[src/rtl/rx_pad_pkg.sv]
package rx_pad_pkg;
  localparam int unsigned BYTE_W      = 8;
  localparam int unsigned WORD_BYTES  = 8;
  localparam int unsigned WORD_W      = WORD_BYTES * BYTE_W;
  localparam int unsigned OCC_W       = $clog2(WORD_BYTES);
  localparam int unsigned PAD_BYTES   = 6;
  localparam int unsigned CARRY_BYTES = WORD_BYTES - PAD_BYTES;
  localparam int unsigned PAD_W       = PAD_BYTES * BYTE_W;
  localparam int unsigned CARRY_W     = CARRY_BYTES * BYTE_W;
  localparam int unsigned USER_W      = OCC_W + 1;

  typedef struct packed {
    logic [WORD_W-1:0] data;
    logic [USER_W-1:0] user;
    logic              last;
  } beat_t;

  // byte count of the closing output word, wraps so 0 stands for a full word
  function automatic logic [OCC_W-1:0] tail_count(input logic [OCC_W-1:0] occ);
    return occ + OCC_W'(PAD_BYTES);
  endfunction

  // true when the frame tail no longer fits next to the carried bytes
  function automatic logic spills(input logic [OCC_W-1:0] occ);
    return (occ == '0) || (occ > OCC_W'(CARRY_BYTES));
  endfunction

  function automatic logic [WORD_W-1:0] head_word(input logic [BYTE_W-1:0] label,
                                                  input logic [WORD_W-1:0] cur);
    return {label, {(PAD_W - BYTE_W){1'b0}}, cur[WORD_W-1 -: CARRY_W]};
  endfunction

  function automatic logic [WORD_W-1:0] join_word(input logic [PAD_W-1:0]  prev,
                                                  input logic [WORD_W-1:0] cur);
    return {prev, cur[WORD_W-1 -: CARRY_W]};
  endfunction

  function automatic logic [WORD_W-1:0] flush_word(input logic [PAD_W-1:0] prev);
    return {prev, {CARRY_W{1'b0}}};
  endfunction
endpackage

[src/rtl/rx_pad_framer.sv]
module rx_pad_framer
  import rx_pad_pkg::*;
#(
  parameter logic [BYTE_W-1:0] LABEL = 8'h00
)(
  input  logic              clk,
  input  logic              rst,
  input  logic [WORD_W-1:0] in_data,
  input  logic [OCC_W-1:0]  in_occ,
  input  logic              in_sof,
  input  logic              in_eof,
  input  logic              in_err,
  input  logic              in_valid,
  input  logic              slot_free,
  output beat_t             nxt,
  output logic              load,
  output logic              accept,
  output logic              drop,
  output logic              emit_extra,
  output logic              extra_pend
);
  logic              in_frame;
  logic [PAD_W-1:0]  carry_q;
  logic [OCC_W-1:0]  xcnt_q;
  logic              xerr_q;
  logic              take;

  assign take       = in_valid && slot_free && !extra_pend;
  assign accept     = take && (in_sof || in_frame);
  assign drop       = in_valid && !accept;
  assign emit_extra = extra_pend && slot_free;
  assign load       = accept || emit_extra;

  always_comb begin
    nxt = '0;
    if (emit_extra) begin
      nxt.data = flush_word(carry_q);
      nxt.user = {xerr_q, xcnt_q};
      nxt.last = 1'b1;
    end else begin
      nxt.data = in_sof ? head_word(LABEL, in_data) : join_word(carry_q, in_data);
      if (in_eof && !spills(in_occ)) begin
        nxt.last = 1'b1;
        nxt.user = {in_err, tail_count(in_occ)};
      end
    end
  end

  always_ff @(posedge clk) begin
    if (rst) begin
      in_frame   <= 1'b0;
      extra_pend <= 1'b0;
      carry_q    <= '0;
      xcnt_q     <= '0;
      xerr_q     <= 1'b0;
    end else if (accept) begin
      carry_q  <= in_data[PAD_W-1:0];
      in_frame <= !in_eof;
      if (in_eof && spills(in_occ)) begin
        extra_pend <= 1'b1;
        xcnt_q     <= tail_count(in_occ);
        xerr_q     <= in_err;
      end
    end else if (emit_extra) begin
      extra_pend <= 1'b0;
    end
  end
endmodule

[src/rtl/rx_pad_outslot.sv]
module rx_pad_outslot
  import rx_pad_pkg::*;
(
  input  logic              clk,
  input  logic              rst,
  input  logic              load,
  input  beat_t             nxt,
  input  logic              m_tready,
  output logic [WORD_W-1:0] m_tdata,
  output logic [USER_W-1:0] m_tuser,
  output logic              m_tlast,
  output logic              m_tvalid,
  output logic              slot_free
);
  beat_t beat_q;
  logic  valid_q;

  always_ff @(posedge clk) begin
    if (rst) begin
      beat_q  <= '0;
      valid_q <= 1'b0;
    end else if (load) begin
      beat_q  <= nxt;
      valid_q <= 1'b1;
    end else if (m_tready) begin
      valid_q <= 1'b0;
    end
  end

  assign slot_free = !valid_q || m_tready;
  assign m_tdata   = beat_q.data;
  assign m_tuser   = beat_q.user;
  assign m_tlast   = beat_q.last;
  assign m_tvalid  = valid_q;
endmodule

[src/rtl/rx_pad_dropcnt.sv]
module rx_pad_dropcnt #(
  parameter int unsigned W   = 16,
  parameter bit          SAT = 1'b1
)(
  input  logic         clk,
  input  logic         rst,
  input  logic         drop,
  output logic [W-1:0] count
);
  generate
    if (SAT) begin : g_sat
      always_ff @(posedge clk) begin
        if (rst)                      count <= '0;
        else if (drop && count != '1) count <= count + W'(1);
      end
    end else begin : g_wrap
      always_ff @(posedge clk) begin
        if (rst)       count <= '0;
        else if (drop) count <= count + W'(1);
      end
    end
  endgenerate
endmodule

[src/rtl/rx_pad_aligner.sv]
module rx_pad_aligner
  import rx_pad_pkg::*;
#(
  parameter logic [7:0]  PORT_LABEL = 8'h00,
  parameter int unsigned DROP_W     = 16,
  parameter bit          DROP_SAT   = 1'b1
)(
  input  logic              clk,
  input  logic              rst,
  input  logic [63:0]       in_data,
  input  logic [2:0]        in_occ,
  input  logic              in_sof,
  input  logic              in_eof,
  input  logic              in_err,
  input  logic              in_valid,
  output logic [63:0]       m_tdata,
  output logic [3:0]        m_tuser,
  output logic              m_tlast,
  output logic              m_tvalid,
  input  logic              m_tready,
  output logic [DROP_W-1:0] drop_count
);
  beat_t nxt;
  logic  load, accept, drop, emit_extra, extra_pend, slot_free;

  rx_pad_framer #(.LABEL(PORT_LABEL)) u_framer (
    .clk(clk), .rst(rst),
    .in_data(in_data), .in_occ(in_occ), .in_sof(in_sof), .in_eof(in_eof),
    .in_err(in_err), .in_valid(in_valid), .slot_free(slot_free),
    .nxt(nxt), .load(load), .accept(accept), .drop(drop),
    .emit_extra(emit_extra), .extra_pend(extra_pend)
  );

  rx_pad_outslot u_slot (
    .clk(clk), .rst(rst), .load(load), .nxt(nxt), .m_tready(m_tready),
    .m_tdata(m_tdata), .m_tuser(m_tuser), .m_tlast(m_tlast),
    .m_tvalid(m_tvalid), .slot_free(slot_free)
  );

  rx_pad_dropcnt #(.W(DROP_W), .SAT(DROP_SAT)) u_drops (
    .clk(clk), .rst(rst), .drop(drop), .count(drop_count)
  );
endmodule

[config.mk]
export PLATFORM = sky130hd
export DESIGN_NAME = rx_pad_aligner
export DESIGN_NICKNAME = d
export VERILOG_FILES = /design/src/rtl/rx_pad_pkg.sv /design/src/rtl/rx_pad_framer.sv /design/src/rtl/rx_pad_outslot.sv /design/src/rtl/rx_pad_dropcnt.sv /design/src/rtl/rx_pad_aligner.sv
export SDC_FILE = /design/constraint.sdc
export NUM_CORES = 1
export LEC_CHECK = 0
export CAP_MARGIN = 20
export CORE_MARGIN = 4
export CORE_UTILIZATION = 45
export CTS_CLUSTER_DIAMETER = 200
export DETAILED_ROUTE_END_ITERATION = 8
export PLACE_DENSITY = 0.79
export SYNTH_ARGS = -nofsm -noshare
export SYNTH_HDL_FRONTEND = slang
export SYNTH_HIERARCHICAL = 1
export SYNTH_SLANG_ARGS = --single-unit
[constraint.sdc]
create_clock -name clk -period 3 [get_ports clk]
set_input_delay 0.6 -clock clk [delete_from_list [all_inputs] [get_ports clk]]
set_output_delay 0.6 -clock clk [all_outputs]
set_load 0.01 [all_outputs]
Yosys cells after proc, flatten, opt, wreduce, memory -nomap -nowiden --
Cells that the tools add are included.
Operators by class: add/subtract/negate cells 2, order comparisons 1, equality and inequality tests 2, multiplexer cells 8, reduce and logical (&&, ||, !) cells 22
Operator list (count):
- $mux 69 | 1
- $mux 64 | 1
- $add 16x1->16 const B | 1
- $ne 16x16->1 const B | 1
- $logic_and 1x1->1 | 8
- $logic_not 1->1 | 5
- $mux 1 | 5
- $mux 5 | 1
- $logic_or 1x1->1 | 4
- $reduce_and 2->1 | 2
- $reduce_bool 2->1 | 2
- $add 3x3->3 const B | 1
- $gt 3x2->1 const B | 1
- $logic_not 3->1 | 1
- $ne 2x2->1 const B | 1
Word-level totals: flip-flop bits (word level) 140, input port bits 74, output and inout port bits 86, logic and storage cells 45

Longest topological paths before layout --
depth after elaboration 8, depth in mapped cells 9, depth with buffers taken out 7

Modules after synthesis --
The synthesis kept the hierarchy.
Modules (own cells, without submodules):
- rx_pad_outslot | instances 1, cells each 227, area each 2514.9 um^2, seq. area each 1401.3 um^2
- rx_pad_framer | instances 1, cells each 328, area each 2461.1 um^2, seq. area each 1081.0 um^2
- rx_pad_dropcnt | instances 1, cells each 99, area each 848.3 um^2, seq. area each 320.3 um^2

Least setup slack after synthesis --
Ideal clock, no wire load.
path kind input -> register, from input m_tready, to register u_drops.count[7], library setup time 0.070 ns, arrival 2.311 ns, data required time 2.930 ns, path slack 0.618 ns, stages on the path 9, path buffers 3, cells stage by stage nand2b_1 -> nand3b_4 -> buf_2 -> buf_4 -> and2_1 -> nand2_1 -> clkbuf_1 -> or4_1 -> a21oi_1
On the way: cells in the longest elaborated chain, start to end 7
RTL lines:
- start: declaration | RTL line rx_pad_aligner.sv:20 | input logic m_tready,
- $logic_or 1x1->1 | RTL line rx_pad_outslot.sv:30 | assign slot_free = !valid_q || m_tready;
- $logic_and 1x1->1 (2 in series) | RTL line rx_pad_framer.sv:28 | assign take = in_valid && slot_free && !extra_pend;
- $logic_and 1x1->1 | RTL line rx_pad_framer.sv:29 | assign accept = take && (in_sof || in_frame);
- $logic_not 1->1 | RTL line rx_pad_framer.sv:30 | assign drop = in_valid && !accept;
- $logic_and 1x1->1 | RTL line rx_pad_framer.sv:30
- named net drop | RTL line rx_pad_aligner.sv:24 | logic load, accept, drop, emit_extra, extra_pend, slot_free;
- $logic_and 1x1->1 | RTL line rx_pad_dropcnt.sv:14 | else if (drop && count != '1) count <= count + W'(1);
- end signal: assignment | RTL line rx_pad_dropcnt.sv:14
- end: declaration | RTL line rx_pad_dropcnt.sv:8 | output logic [W-1:0] count
The timed path passes the listed nets, and every way through them passes these cells. A chain may end at the register's enable or synchronous reset.

Worst setup path in the final report --
from input m_tready, to register u_drops.count[11]
On the way: cells in the longest elaborated chain, start to end 7
RTL lines (RTL line):
- $logic_or 1x1->1 | rx_pad_outslot.sv:30
- named net slot_free | rx_pad_aligner.sv:24
- $logic_and 1x1->1 (2 in series) | rx_pad_framer.sv:28
- $logic_and 1x1->1 | rx_pad_framer.sv:29
- $logic_not 1->1 | rx_pad_framer.sv:30
- $logic_and 1x1->1 | rx_pad_framer.sv:30
- named net drop | rx_pad_aligner.sv:24
- $logic_and 1x1->1 | rx_pad_dropcnt.sv:14
The timed path passes the listed nets, and every way through them passes these cells.

==> impl_metrics.ini <==
[place]
postPlaceCellArea_um2 = 7460
gp_congestion = 0.7883
numPortBuffers = 159
dp_hpwl_mm = 9.915

[clock_tree]
htree_levels = 4
max-clock-path-buffers = 2
ctsRootBufferMaster = clkbuf_16
holdBufCountCts = 0
cts_tree = yes
numCtsBuffers = 17
clock_sinks = 140
clock_latency_ns = 0.42
cts_resized = 0
post-cts-setup-buffers = 0
clk_pin_slew_ns = 0.05

[floorplan]
core_area_um2 = 12670
pin_count = 160
start_util = 0.4597
rows = 41
die_x_um = 121.8
die_h_um = 121.8
design.die.area_um2 = 14830

[power_and_ir_drop]
p_seq_frac = 0.447
peakVddDrop_v = 0.0003952
p_total_mw = 4.407
power_density_nw_per_um2 = 550.5
leakagePower_nw = 2.991
clock_power_share = 0.437
internal_power_mw = 3.390
p_comb_frac = 0.116
power_switching_share = 0.2308
p_switching_mw = 1.017

[logic_synthesis]
synth_top_cell_by_area = dfxtp_1
synth_top_family_by_area = simple AND/OR/NAND/NOR gates
synth.top_cells.by_count = 140 x dfxtp_1, 110 x nand2_1, 80 x nor2_1
yosys.cell_count.top_type = dfxtp_1
synth_area_um2 = 5824
synthSimpleGateAreaFrac = 0.2496
synth_warnings = 6
synth_fa_ha_area_frac = 0.004296
synth_edf_count = 0
ys_types = 43
synth.area.top_cells = dfxtp_1 48%, mux2i_1 13%, nand2_1 7.1%, nor2b_1 5.4%, nor2_1 5.2%
yosysTopAreaCellShare = 0.4812
synthCells = 654
synth_seq_area_share = 0.4812
syn-num-nets = 730
synth_seq_cells = 140
synthXorXnorAreaFrac = 0.003008
async_reset_ff_frac = 0
synth-compound-area-share = 0.08099
syn_avg_cell_area_um2 = 8.906
synth.area.mux_share = 0.1274
synth-main-ff-cell = dfxtp_1

[setup_path]
critical_path_class = in -> reg
start_kind = input pin
crit_arrival_ns = 2.63
cp_data_required_time_ns = 3.30
end_kind = register
critPathMaxFanout = 11

[final_layout]
fin_util = 0.6319
final_nets = 874
nFillCells = 1080
n_antenna_cell = 0
drive_above_1_share = 0.05926
final_area_um2 = 8006
areaGrowthSynthToFinish_pct = 37.47

[route]
post-route-drc-count = 0
postRouteAntennaNets = 0
drt_iter0_drc = 205
drt_pass1_iterations = 5
vias = 4948
routed_via_density = 5.039
wl_mm = 14.30
wl_per_cell_um = 14.56

[sta]
clock_skew_ns = 0.004949
rsz0062_at_grt = false
worst-slew-pin-transition_ns = 0.7576
hold_viol_final = 0
fmax_ghz = 0.4289
final.setup.tns_ns = 0
setup_viol = 0
min_period_ns = 2.331
max-slew-margin-rel = 0.4911
drv_slew = 0
fin_crit_sh = 0.7772
fin_hold_ws_ns = 0.4462

[grt]
overflow = 0
antenna_found_initial = 0
grt_pass1_vias = 4796
grt_max_degree = 76
grt_util_all_layers = 0.1952
grt_pass1_wl_mm = 22.80

[status]
status = complete, no violations

[flow_run]
maxCapViolations = 0

[min_path]
hold_class = reg -> reg
==> power groups by stage <==
stage          Sequential (mW)  Combinational (mW)  Clock, mW
2_1_floorplan             2.01               0.304          0
3_3_place_gp              2.00               0.501          0
3_5_place_dp              2.01               0.513          0
4_1_cts                   1.97               0.516       1.97
5_1_grt                   1.98               0.556       2.06
6_report                  1.97               0.510       1.93
==> cells in the final DEF (no fill, tap or decap), types with 2 or more instances in the layout <==
master	count
xnor2_1	2
nand4_1	3
clkbuf_16	17
clkinvlp_4	2
mux2i_1	73
nor3_1	4
nor2_1	79
nor2b_1	50
a21oi_1	59
nand2b_1	6
o21ai_0	6
dfxtp_1	140
clkbuf_8	3
or3_1	3
o21a_1	2
inv_1	8
nand3_1	6
buf_12	2
and2_1	17
a31oi_1	2
clkdlybuf4s50_1	158
and3_1	2
or4_1	7
nand2_1	110
and4_1	3
o31ai_1	8
a211oi_2	2
clkinv_2	4
clkbuf_1	4
buf_4	9
nor4_1	2
ha_1	2
==> worst max-delay path, cell delays in order <==
cell	delay, ns
clkdlybuf4s50_1	0.40
nand2b_1	0.22
nand3b_4	0.11
and2_1	0.27
nand2_1	0.27
nor4bb_1	0.38
mux2_2	0.37
==> final timing paths <==
| kind | to | slack (ns) | startpoint | depth (start not counted) |
|---|---|---|---|---|
| max | u_drops/count[11] | 0.67 | m_tready | 7 |
| min | u_framer/carry_q[14] | 0.45 | u_framer/carry_q[14] | 2 |
| max reg2reg | u_drops/count[11] | 0.96 | u_framer/in_frame | 6 |
| min reg2reg | u_framer/carry_q[14] | 0.45 | u_framer/carry_q[14] | 2 |
==> state kept, by name, indices dropped and copies added (netlist names) <==
signal and flops:
u_drops/count 16, u_framer/carry_q 48, u_framer/extra_pend 1, u_framer/in_frame 1
u_framer/xcnt_q 3, u_framer/xerr_q 1, u_slot/m_tdata 64, u_slot/m_tlast 1
u_slot/m_tuser 4, u_slot/m_tvalid 1
==> per-layer routing <==
metal  up-vias  track usage  wire length, µm
met1      2300       0.2247             6002
met2       163       0.3308             7001
met4         0      0.08403              384
met3        30      0.06546              909
li1       2455            -                -
met5         -            0                0
==> per-stage QoR <==
stage / setup WS, ns / instances
detailed placement: 0.2653 / 951
global placement: 0.3435 / 951
CTS: 0.6967 / 982
floorplan: 0.6181 / 654
finish: 0.6685 / 982
global route: 0.5542 / 982
==> logic make-up after synthesis <==
group,after synthesis
AND/OR/NAND/NOR,300
flip-flops,140
AO/OA/AOI/OAI,83
multiplexers,74
buffers and inverters,53
XOR/XNOR,2
adder cells (fa/ha/maj),2
==> cell type report <==
class	count	area [µm²]	share of cell area
Inverter	9	33.78	0.004219
Clock buffer	24	481.7	0.06017
Clock inverter	7	65.06	0.008126
Sequential cell	140	2803	0.3501
Multi-Input combinational cell	461	2719	0.3396
Timing Repair Buffer	169	1689	0.2110
Tap cell	172	215.2	0.02688
Power figures use the tool's default switching activity.
